File: src/rtl/rtc_regwin_pkg.sv
package rtc_regwin_pkg;
  localparam int REG_W      = 8;
  localparam int NUM_TIME   = 7;
  localparam int TIME_W     = NUM_TIME * REG_W;
  localparam int OFF_FLAGS  = 0;
  localparam int OFF_CTRL   = 8;
  localparam int OFF_TIME0  = 9;
  localparam int FLG_FREEZE = 0;
  localparam int FLG_SET    = 1;
  localparam int CTRL_OSC   = 7;

  // writable bits of each time register, index 0 = seconds
  function automatic logic [REG_W-1:0] time_mask(input int idx);
    case (idx)
      0, 1:    time_mask = 8'h7F;
      2, 4:    time_mask = 8'h3F;
      3:       time_mask = 8'h07;
      5:       time_mask = 8'h1F;
      default: time_mask = 8'hFF;
    endcase
  endfunction

  function automatic logic [3:0] off_of_time(input logic [2:0] idx);
    off_of_time = 4'(OFF_TIME0) + {1'b0, idx};
  endfunction
endpackage

File: src/rtl/rtc_win_decode.sv
module rtc_win_decode #(
  parameter int ADDR_W = 19
) (
  input  logic [ADDR_W-1:0] addr,
  output logic              hit,
  output logic [3:0]        off,
  output logic              time_sel,
  output logic [2:0]        time_idx
);
  import rtc_regwin_pkg::*;

  logic [3:0] idx_full;

  assign hit      = &addr[ADDR_W-1:4];
  assign off      = addr[3:0];
  assign time_sel = (off >= 4'(OFF_TIME0));
  assign idx_full = off - 4'(OFF_TIME0);
  assign time_idx = idx_full[2:0];
endmodule

File: src/rtl/rtc_ctrl_flags.sv
module rtc_ctrl_flags (
  input  logic       clk,
  input  logic       rst_n,
  input  logic       we_flags,
  input  logic       we_ctrl,
  input  logic [7:0] wdata,
  output logic       freeze,
  output logic       set_q,
  output logic       r_fell,
  output logic       w_fell,
  output logic       commit_pulse,
  output logic       osc_off
);
  import rtc_regwin_pkg::*;

  always_ff @(posedge clk or negedge rst_n) begin
    if (!rst_n) begin
      freeze       <= 1'b0;
      set_q        <= 1'b0;
      r_fell       <= 1'b0;
      w_fell       <= 1'b0;
      commit_pulse <= 1'b0;
      osc_off      <= 1'b0;
    end else begin
      r_fell       <= we_flags & freeze & ~wdata[FLG_FREEZE];
      w_fell       <= we_flags & set_q & ~wdata[FLG_SET];
      commit_pulse <= w_fell;
      if (we_flags) begin
        freeze <= wdata[FLG_FREEZE];
        set_q  <= wdata[FLG_SET];
      end
      if (we_ctrl) osc_off <= wdata[CTRL_OSC];
    end
  end

  AST_COMMIT_AFTER_FALL: assert property (@(posedge clk) disable iff (!rst_n)
    $fell(set_q) |=> commit_pulse);
  AST_COMMIT_SINGLE: assert property (@(posedge clk) disable iff (!rst_n)
    commit_pulse |=> !commit_pulse);
endmodule

File: src/rtl/rtc_shadow.sv
module rtc_shadow (
  input  logic                                clk,
  input  logic                                rst_n,
  input  logic                                tick,
  input  logic [rtc_regwin_pkg::TIME_W-1:0]   live_time,
  input  logic                                freeze,
  input  logic                                set_q,
  input  logic                                r_fell,
  input  logic                                w_fell,
  input  logic                                commit_pulse,
  input  logic                                wr_time_req,
  input  logic [2:0]                          time_idx,
  input  logic [7:0]                          wdata,
  output logic [rtc_regwin_pkg::TIME_W-1:0]   vis_flat,
  output logic                                snap_pulse
);
  import rtc_regwin_pkg::*;

  logic refresh;
  logic wr_time_ok;

  assign refresh    = ~freeze & ~set_q & ~w_fell & ~commit_pulse & (tick | r_fell);
  assign wr_time_ok = wr_time_req & set_q;

  for (genvar gi = 0; gi < NUM_TIME; gi++) begin : g_reg
    logic [REG_W-1:0] vis_q;
    always_ff @(posedge clk or negedge rst_n) begin
      if (!rst_n)
        vis_q <= '0;
      else if (refresh)
        vis_q <= live_time[gi*REG_W +: REG_W];
      else if (wr_time_ok && (time_idx == 3'(gi)))
        vis_q <= wdata & time_mask(gi);
    end
    assign vis_flat[gi*REG_W +: REG_W] = vis_q;
  end

  always_ff @(posedge clk or negedge rst_n) begin
    if (!rst_n) snap_pulse <= 1'b0;
    else        snap_pulse <= refresh;
  end

  AST_TRACK_TICK: assert property (@(posedge clk) disable iff (!rst_n)
    (tick && !freeze && !set_q && !w_fell && !commit_pulse) |=> (vis_flat == $past(live_time)));
  AST_FROZEN_HOLDS: assert property (@(posedge clk) disable iff (!rst_n)
    (freeze && !set_q) |=> $stable(vis_flat));
  AST_WRITE_IGNORED: assert property (@(posedge clk) disable iff (!rst_n)
    (wr_time_req && !set_q && !tick && !r_fell) |=> $stable(vis_flat));
  AST_PULSE_EXCL: assert property (@(posedge clk) disable iff (!rst_n)
    !(snap_pulse && commit_pulse));
endmodule

File: src/rtl/rtc_regwin.sv
module rtc_regwin #(
  parameter int ADDR_W = 19
) (
  input  logic              clk,
  input  logic              rst_n,
  input  logic [ADDR_W-1:0] bus_addr,
  input  logic              bus_wr,
  input  logic [7:0]        bus_wdata,
  output logic [7:0]        bus_rdata,
  input  logic              supply_ok,
  input  logic              cnt_tick,
  input  logic [55:0]       cnt_time,
  output logic              cnt_load,
  output logic [55:0]       cnt_load_time,
  output logic              cnt_hold,
  output logic              osc_off,
  output logic              snap_pulse
);
  import rtc_regwin_pkg::*;

  logic       hit, time_sel;
  logic [3:0] off;
  logic [2:0] time_idx;
  logic       host_we, we_flags, we_ctrl, wr_time_req;
  logic       freeze, set_q, r_fell, w_fell, commit_pulse;
  logic [TIME_W-1:0] vis_flat;
  logic [7:0] rd_mux;

  rtc_win_decode #(.ADDR_W(ADDR_W)) u_dec (
    .addr(bus_addr), .hit(hit), .off(off), .time_sel(time_sel), .time_idx(time_idx)
  );

  assign host_we     = bus_wr & supply_ok & hit;
  assign we_flags    = host_we & (off == 4'(OFF_FLAGS));
  assign we_ctrl     = host_we & (off == 4'(OFF_CTRL));
  assign wr_time_req = host_we & time_sel;

  rtc_ctrl_flags u_ctrl (
    .clk(clk), .rst_n(rst_n), .we_flags(we_flags), .we_ctrl(we_ctrl), .wdata(bus_wdata),
    .freeze(freeze), .set_q(set_q), .r_fell(r_fell), .w_fell(w_fell),
    .commit_pulse(commit_pulse), .osc_off(osc_off)
  );

  rtc_shadow u_shadow (
    .clk(clk), .rst_n(rst_n), .tick(cnt_tick), .live_time(cnt_time),
    .freeze(freeze), .set_q(set_q), .r_fell(r_fell), .w_fell(w_fell),
    .commit_pulse(commit_pulse), .wr_time_req(wr_time_req), .time_idx(time_idx),
    .wdata(bus_wdata), .vis_flat(vis_flat), .snap_pulse(snap_pulse)
  );

  always_comb begin
    rd_mux = '0;
    if (hit) begin
      if (off == 4'(OFF_FLAGS)) begin
        rd_mux[FLG_FREEZE] = freeze;
        rd_mux[FLG_SET]    = set_q;
      end else if (off == 4'(OFF_CTRL)) begin
        rd_mux[CTRL_OSC] = osc_off;
      end else if (time_sel) begin
        rd_mux = vis_flat[time_idx*REG_W +: REG_W];
      end
    end
  end

  always_ff @(posedge clk or negedge rst_n) begin
    if (!rst_n) bus_rdata <= '0;
    else        bus_rdata <= rd_mux;
  end

  assign cnt_load      = commit_pulse;
  assign cnt_load_time = vis_flat;
  assign cnt_hold      = set_q | w_fell | commit_pulse;

  AST_SUPPLY_INHIBIT: assert property (@(posedge clk) disable iff (!rst_n)
    (bus_wr && !supply_ok) |=> $stable({freeze, set_q, osc_off}));
  AST_HOLD_WHILE_SET: assert property (@(posedge clk) disable iff (!rst_n)
    set_q |-> cnt_hold);
  AST_OUTSIDE_NOEFFECT: assert property (@(posedge clk) disable iff (!rst_n)
    (bus_wr && !hit) |=> $stable({freeze, set_q, osc_off}));
endmodule

File: config.mk
export PLATFORM = sky130hd
export DESIGN_NAME = rtc_regwin
export DESIGN_NICKNAME = d
export VERILOG_FILES = /design/src/rtl/rtc_regwin_pkg.sv /design/src/rtl/rtc_win_decode.sv /design/src/rtl/rtc_ctrl_flags.sv /design/src/rtl/rtc_shadow.sv /design/src/rtl/rtc_regwin.sv
export SDC_FILE = /design/constraint.sdc
export NUM_CORES = 1
export LEC_CHECK = 0
export BUFFER_PORTS_ARGS = -buffer_cell sky130_fd_sc_hd__buf_2
export CORE_ASPECT_RATIO = 1.4
export CORE_MARGIN = 3
export CORE_UTILIZATION = 29
export CTS_BUF_LIST = sky130_fd_sc_hd__clkbuf_4
export DETAILED_ROUTE_END_ITERATION = 8
export PLACE_DENSITY = 0.63
export SYNTH_ARGS = -nofsm -noshare
export SYNTH_HDL_FRONTEND = slang
export SYNTH_SLANG_ARGS = --single-unit
File: constraint.sdc
create_clock -name clk -period 2.1 [get_ports clk]
set_clock_uncertainty 0.2 [all_clocks]
set_input_delay 0.42 -clock clk [delete_from_list [all_inputs] [get_ports clk]]
set_output_delay 0.42 -clock clk [all_outputs]
set_load 0.01 [all_outputs]
==> flow_metrics.tcl, run 1 <==
set metrics [dict create \
    syn_area_sq_um 4100 \
    timing.hold.ws_ns 0.0215 \
    fp.coreArea_sq_um 13600 \
    dp_hpwl_um 13100 \
    wl_per_cell_um 20.4 \
    numPortBuffers 155 \
    drt_iter0_drc 346 \
    ir_drop_uv 205 \
    stdcell_area_sq_um 5820 \
    cts_tree "yes" \
    critPathKind "reg -> reg" \
    overflow 0 \
    drive_gt1_frac 0.384 \
    worst-path-max-fanout 6 \
    yosysSeqAreaShare 0.433 \
    setup_violations 2 \
    hold_viol 0 \
    avgSynthCellArea_sq_um 9.07 \
    dpl_cell_area_sq_um 5470 \
    synthTopCellsByCount "71 x dfrtp_1, 56 x o21ai_0, 43 x nor2_1, 41 x nand2_1, 36 x nand4_1" \
    nFillCells 1363 \
    synth-edff-count 0 \
    start_util 0.302 \
    viasPerCell 5.49 \
    nets 744 \
    leakage_nw 2.66 \
    async_flop_share 1.00 \
    htreeDepth 3 \
    maxSlewHeadroom 0.574 \
    clk_latency_ns 0.45 \
    synth_cell_types 38 \
    firstDrtPassIters 5 \
    grt_usage 0.215 \
    setup_ws_ns -0.00671 \
    dp.cells 803 \
    clock_sinks 71 \
    yosys_warnings 0 \
    drv_cap 0 \
    crit_required_ns 2.28 \
    netlist.area_leader.share 0.433 \
    fmax_mhz 475 \
    drc_errors 0 \
    arrival_ns 2.28 \
    synth-main-ff-cell "dfrtp_1" \
    setup-tns-final_ns -0.00786 \
    die_h_um 147 \
    start_kind "flop" \
    yosysMostFrequentCell "dfrtp_1" \
    clock_path_buffers 2 \
    drtAntennaViolNets 0 \
    maxSlewViolCount 0 \
    grt_max_degree 72 \
    place_congestion 0.863 \
    powerDensity_nw_per_um2 556 \
    dieArea_sq_um 15600 \
    antenna_found_initial 1 \
    worstMarginPinSlew_ns 0.636 \
    status "complete, but fails checks" \
    ys_ff_latch 71 \
    syn_to_final_growth_pct 41.9 \
    fin_util 0.429 \
    rows 50 \
    io_pins 156 \
    hold_path.class "in -> reg" \
    violations "negative setup slack" \
    numCtsBuffers 9 \
    critPathCaptureType "flop" \
    routed_wl_um 17100 \
    fp.dieW_um 106 \
    root_buffer "clkbuf_4" \
    r2r_slack_ns -0.007 \
    vias 4593 \
    synth_fp_nets 545 \
    rsz0062_at_grt "true" \
    clkTransAtPathRegs_ns 0.12 \
    synth_top_cell_by_area "dfrtp_1" \
    syn_inst 452 \
    stdcell_count 836 \
    fin_crit_sh 1.00 \
    period_minus_slack_ns 2.11 \
    grt_pass1_vias 4722 \
    netlist_top_cells_area "dfrtp_1 43%, o21ai_0 6.8%, nand4_1 5.5%" \
    grt_pass1_wl_um 25800 \
]
==> power breakdown <==
part,switching [mW],internal (mW),leakage (nW),total [mW]
Combinational,0.427,0.381,1.75,0.808
Clock,0.505,0.350,0.0633,0.855
Sequential,0.109,1.46,0.851,1.57
==> path summary, 6_finish.rpt <==
check,end,from,cells after the start
min reg2reg,u_ctrl.commit_pulse,u_ctrl.w_fell,0
max in group asynchronous,u_shadow.g_reg[6].vis_q[1],rst_n,3
max,u_shadow.g_reg[5].vis_q[2],u_ctrl.set_q,6
min in group asynchronous,u_shadow.g_reg[3].vis_q[7],rst_n,3
min,u_shadow.g_reg[3].vis_q[1],cnt_time[25],3
max reg2reg,u_shadow.g_reg[5].vis_q[2],u_ctrl.set_q,6
==> cells in the final DEF, fill, tap and decap left out, drive strengths merged, types with 5 or more instances in the layout <==
master / synthesis / routed
or4b: 5 / 5
nand4: 36 / 36
dfrtp: 71 / 71
dlygate4sd3: 0 / 19
a21oi: 13 / 13
mux2i: 13 / 13
o22a: 6 / 6
and4: 9 / 9
a31oi: 34 / 34
nand3: 9 / 9
nand2: 41 / 41
clkbuf: 25 / 10
o21ai: 56 / 56
inv: 7 / 7
ha: 5 / 5
nor2: 43 / 43
a21boi: 6 / 6
mux4: 8 / 8
o211ai: 8 / 8
buf: 17 / 211
and3: 16 / 16
==> state kept, by name, summed over array words and instances (netlist names) <==
signal and flops:
u_ctrl.osc_off 1, u_shadow.g.vis_q 56, u_ctrl.freeze 1, bus_rdata 8
u_ctrl.set_q 1, u_ctrl.r_fell 1, u_shadow.snap_pulse 1, u_ctrl.w_fell 1
u_ctrl.commit_pulse 1
==> worst max-delay path, cell delays in order, from the launching register on <==
cell,delay (ns)
dfrtp_1,0.37
buf_4,0.11
buf_4,0.11
and4_4,0.25
o211ai_1,0.21
or4b_2,0.67
o211ai_1,0.10
==> metrics by stage <==
stage	total power [mW]	setup WS, ns
6_report	3.24	-0.00671
5_1_grt	3.37	-0.0738
4_1_cts	3.24	0.00138
3_5_place_dp	2.37	-0.224
3_3_place_gp	2.36	-0.165
2_1_floorplan	1.95	-0.0890
==> metal layers <==
layer  up-vias  track usage  wire (um)
met5         -            0          0
met4         0       0.0953        701
met3        48       0.0391       1200
met2       251        0.372       8810
met1      2201        0.261       6350
li1       2093            -          -
==> layout make-up <==
type	instances	area [sq um]	share of cell area
diodes	1	2.50	0.000430
well taps	182	228	0.0391
multi-input cells	332	2180	0.374
clock buffers	10	75.1	0.0129
clock inverters	3	37.5	0.00645
flip-flops and latches	71	1780	0.305
repair buffers	230	1480	0.255
inverters	7	38.8	0.00667
==> kinds of logic after synthesis <==
family                   share of synthesized area
XOR/XNOR                                   0.00885
buffers and inverters                       0.0528
AND/OR/NAND/NOR                              0.222
multiplexers                                0.0839
adder cells (fa/ha/maj)                     0.0153
AO/OA/AOI/OAI                                0.183
flip-flops                                   0.433
==> repair_timing <==
| item | in CTS | in global routing |
|---|---|---|
| hold buffers | 19 | 0 |
| pin swaps | 1 | 3 |
| buffers inserted | 1 | 0 |
| setup endpoints to repair | 34 | 38 |
| hold endpoints to repair | 89 | 0 |
| gates resized for setup | 4 | 14 |
Note: power is estimated with default switching activity, not from simulation.
==> run 2, diff against run 1 <==
--- a/config.mk
+++ b/config.mk
@@ -5,13 +5,14 @@
 export SDC_FILE = /design/constraint.sdc
 export NUM_CORES = 1
 export LEC_CHECK = 0
+export ABC_AREA = 1
 export BUFFER_PORTS_ARGS = -buffer_cell sky130_fd_sc_hd__buf_2
 export CORE_ASPECT_RATIO = 1.4
 export CORE_MARGIN = 3
 export CORE_UTILIZATION = 29
 export CTS_BUF_LIST = sky130_fd_sc_hd__clkbuf_4
 export DETAILED_ROUTE_END_ITERATION = 8
-export PLACE_DENSITY = 0.63
+export PLACE_DENSITY = 0.61
 export SYNTH_ARGS = -nofsm -noshare
 export SYNTH_HDL_FRONTEND = slang
 export SYNTH_SLANG_ARGS = --single-unit
==> constraint.sdc (replaced) <==
create_clock -name clk -period 2 [get_ports clk]
set_clock_uncertainty 0.2 [all_clocks]
set_input_delay 0.4 -clock clk [delete_from_list [all_inputs] [get_ports clk]]
set_output_delay 0.4 -clock clk [all_outputs]
set_load 0.01 [all_outputs]
==> flow_metrics.tcl, run 2 <==
set metrics [dict create \
    critPathKind "reg -> out" \
    ir_drop_uv 268 \
    final_common_cell "nand2_1" \
    dpl_cell_area_sq_um 5230 \
    fp.dieW_um 106 \
    dp_hpwl_um 11400 \
    reg.largest.list "u_shadow.g.vis_q: 56 flops, bus_rdata: 8 flops" \
    rsz0062_at_grt "false" \
    final_cell_mix "255 x nand2_1, 155 x buf_2, 70 x dfrtp_1" \
    yosys_warnings 0 \
    firstDrtPassIters 5 \
    stdcell_count 928 \
    max_stage_delay_ns 0.43 \
    synthTopCellsByCount "255 x nand2_1, 71 x dfrtp_1, 68 x nand3_1, 44 x nor2_1, 23 x o21ai_0" \
    start_kind "flop" \
    wl_per_cell_um 16.0 \
    fin_crit_sh 0.926 \
    synth_cell_types 30 \
    vias 4366 \
    setup_violations 0 \
    n_antenna_cell 0 \
    nFillCells 1454 \
    yosysSeqAreaShare 0.435 \
    syn_inst 553 \
    worstSetupStartpoint "u_ctrl.commit_pulse" \
    yosysMostFrequentCell "nand2_1" \
    stdcell_area_sq_um 5620 \
    syn_area_sq_um 4080 \
    synth_top_cell_by_area "dfrtp_1" \
    drive_gt1_frac 0.303 \
    numPortBuffers 155 \
    hold_viol 0 \
    status "completed" \
    drc_errors 0 \
    path_cells "nor3_4, inv_1, buf_2" \
    clock_path_buffers 2 \
    maxSlewHeadroom 0.682 \
    root_buffer "clkbuf_4" \
    clock_sinks 71 \
    crit_slowest_cell "dfrtp_1" \
    numCtsBuffers 9 \
    syn_to_final_growth_pct 37.5 \
    netlist.area_leader.share 0.435 \
    cts_tree "yes" \
    synth-main-ff-cell "dfrtp_1" \
    worst-path-max-fanout 2 \
    start_util 0.301 \
    drtAntennaViolNets 0 \
    overflow 0 \
    worstMarginPinSlew_ns 0.477 \
    nets 834 \
    timing.critical_path.buf_inv 2 \
    timing.hold.ws_ns 0.0286 \
    fp.coreArea_sq_um 13600 \
    r2r_start "u_ctrl.set_q" \
    maxSlewViolCount 0 \
    dp.cells 894 \
    clkTransAtPathRegs_ns 0.13 \
    largest_register_ffs 56 \
    synth-edff-count 0 \
    critPathTopFamily "flip-flops" \
    crit_required_ns 1.40 \
    avgSynthCellArea_sq_um 7.39 \
    synth_fp_nets 646 \
    clk_latency_ns 0.44 \
    die_h_um 146 \
    setup_ws_ns 0.148 \
    leakage_nw 3.22 \
    critPathCaptureType "output port" \
    hold_path.class "in -> reg" \
    holdCritStartpoint "bus_wdata[7]" \
    period_minus_slack_ns 1.85 \
    drv_cap 0 \
    io_pins 156 \
    routed_wl_um 14900 \
    grt_max_degree 72 \
    netlist_top_cells_area "dfrtp_1 44%, nand2_1 23%, nand3_1 8.3%" \
    grt_pass1_vias 4328 \
    antenna_found_initial 0 \
    async_flop_share 1.00 \
    viasPerCell 4.70 \
    grt_pass1_wl_um 23100 \
    place_congestion 0.856 \
    power_mw 3.82 \
    fin_util 0.414 \
    rows 50 \
    dieArea_sq_um 15600 \
    arrival_ns 1.25 \
    powerDensity_nw_per_um2 680 \
    htreeDepth 3 \
    fmax_mhz 540 \
    setup-tns-final_ns 0 \
    top_register "u_shadow.g.vis_q" \
    grt_usage 0.194 \
    post-place-ws_ns -0.120 \
    drt_iter0_drc 263 \
    ys_ff_latch 71 \
]
[run 2: changes by cell type in the layout (fill, tap and decap cells not counted), sizes merged, moves of 6 or more]
cell	before	now
nand4	36	7
and4	9	0
mux4	8	0
mux2i	13	0
nand3	9	69
a21boi	6	0
o21ai	56	26
a31oi	34	4
buf	211	184
and3	16	1
inv	7	17
nand2	41	265
o22a	6	0
[run 2: final cells by class]
type | count | area [sq um] | share of cell area
flip-flops and latches | 71 | 1780 | 0.317
well taps | 182 | 228 | 0.0405
clock inverters | 7 | 135 | 0.0241
repair buffers | 201 | 1250 | 0.223
inverters | 17 | 63.8 | 0.0114
multi-input cells | 441 | 2090 | 0.373
clock buffers | 9 | 67.6 | 0.0120
[run 2: kinds of logic (layout without fill, tap and decap cells)]
group                    after synthesis  in the layout  synth area share
adder cells (fa/ha/maj)                5              5            0.0153
buffers and inverters                 41            234            0.0539
flip-flops                            71             71             0.435
AO/OA/AOI/OAI                         42             42            0.0551
AND/OR/NAND/NOR                      394            394             0.441
[run 2: final timing paths]
kind,endpoint,slack (ns),cells past startpoint
max,cnt_hold,0.15,3
min,u_ctrl.osc_off,0.03,3
max reg2reg,u_shadow.g_reg[3].vis_q[2],0.18,7
min reg2reg,u_ctrl.commit_pulse,0.25,0
max in group asynchronous,u_shadow.g_reg[3].vis_q[6],0.97,3
min in group asynchronous,u_ctrl.commit_pulse,0.28,3
[run 2: repair_timing]
item                       4_1_cts  5_1_grt
hold endpoints to repair        88        0
pin swaps                        0        1
hold buffers                    17        0
setup endpoints to repair        1        1
setup buffers                    0        1
resized for setup                1        1
[run 2: report_power, final]
group | total, mW | internal [mW] | switching (mW)
clock | 1.29 | 0.750 | 0.544
combinational | 0.843 | 0.361 | 0.483
sequential | 1.68 | 1.55 | 0.132
[run 2: layer usage]
layer,vias to the layer above,share of wire,GRT usage
met5,-,0,0
met4,0,0.014,0.0447
met3,13,0.058,0.0442
met2,159,0.52,0.348
met1,2031,0.40,0.234
li1,2163,-,-
[run 2: worst min-delay path, stage by stage]
cell and delay, ns:
buf_2 0.10, inv_1 0.07, o21ai_1 0.07
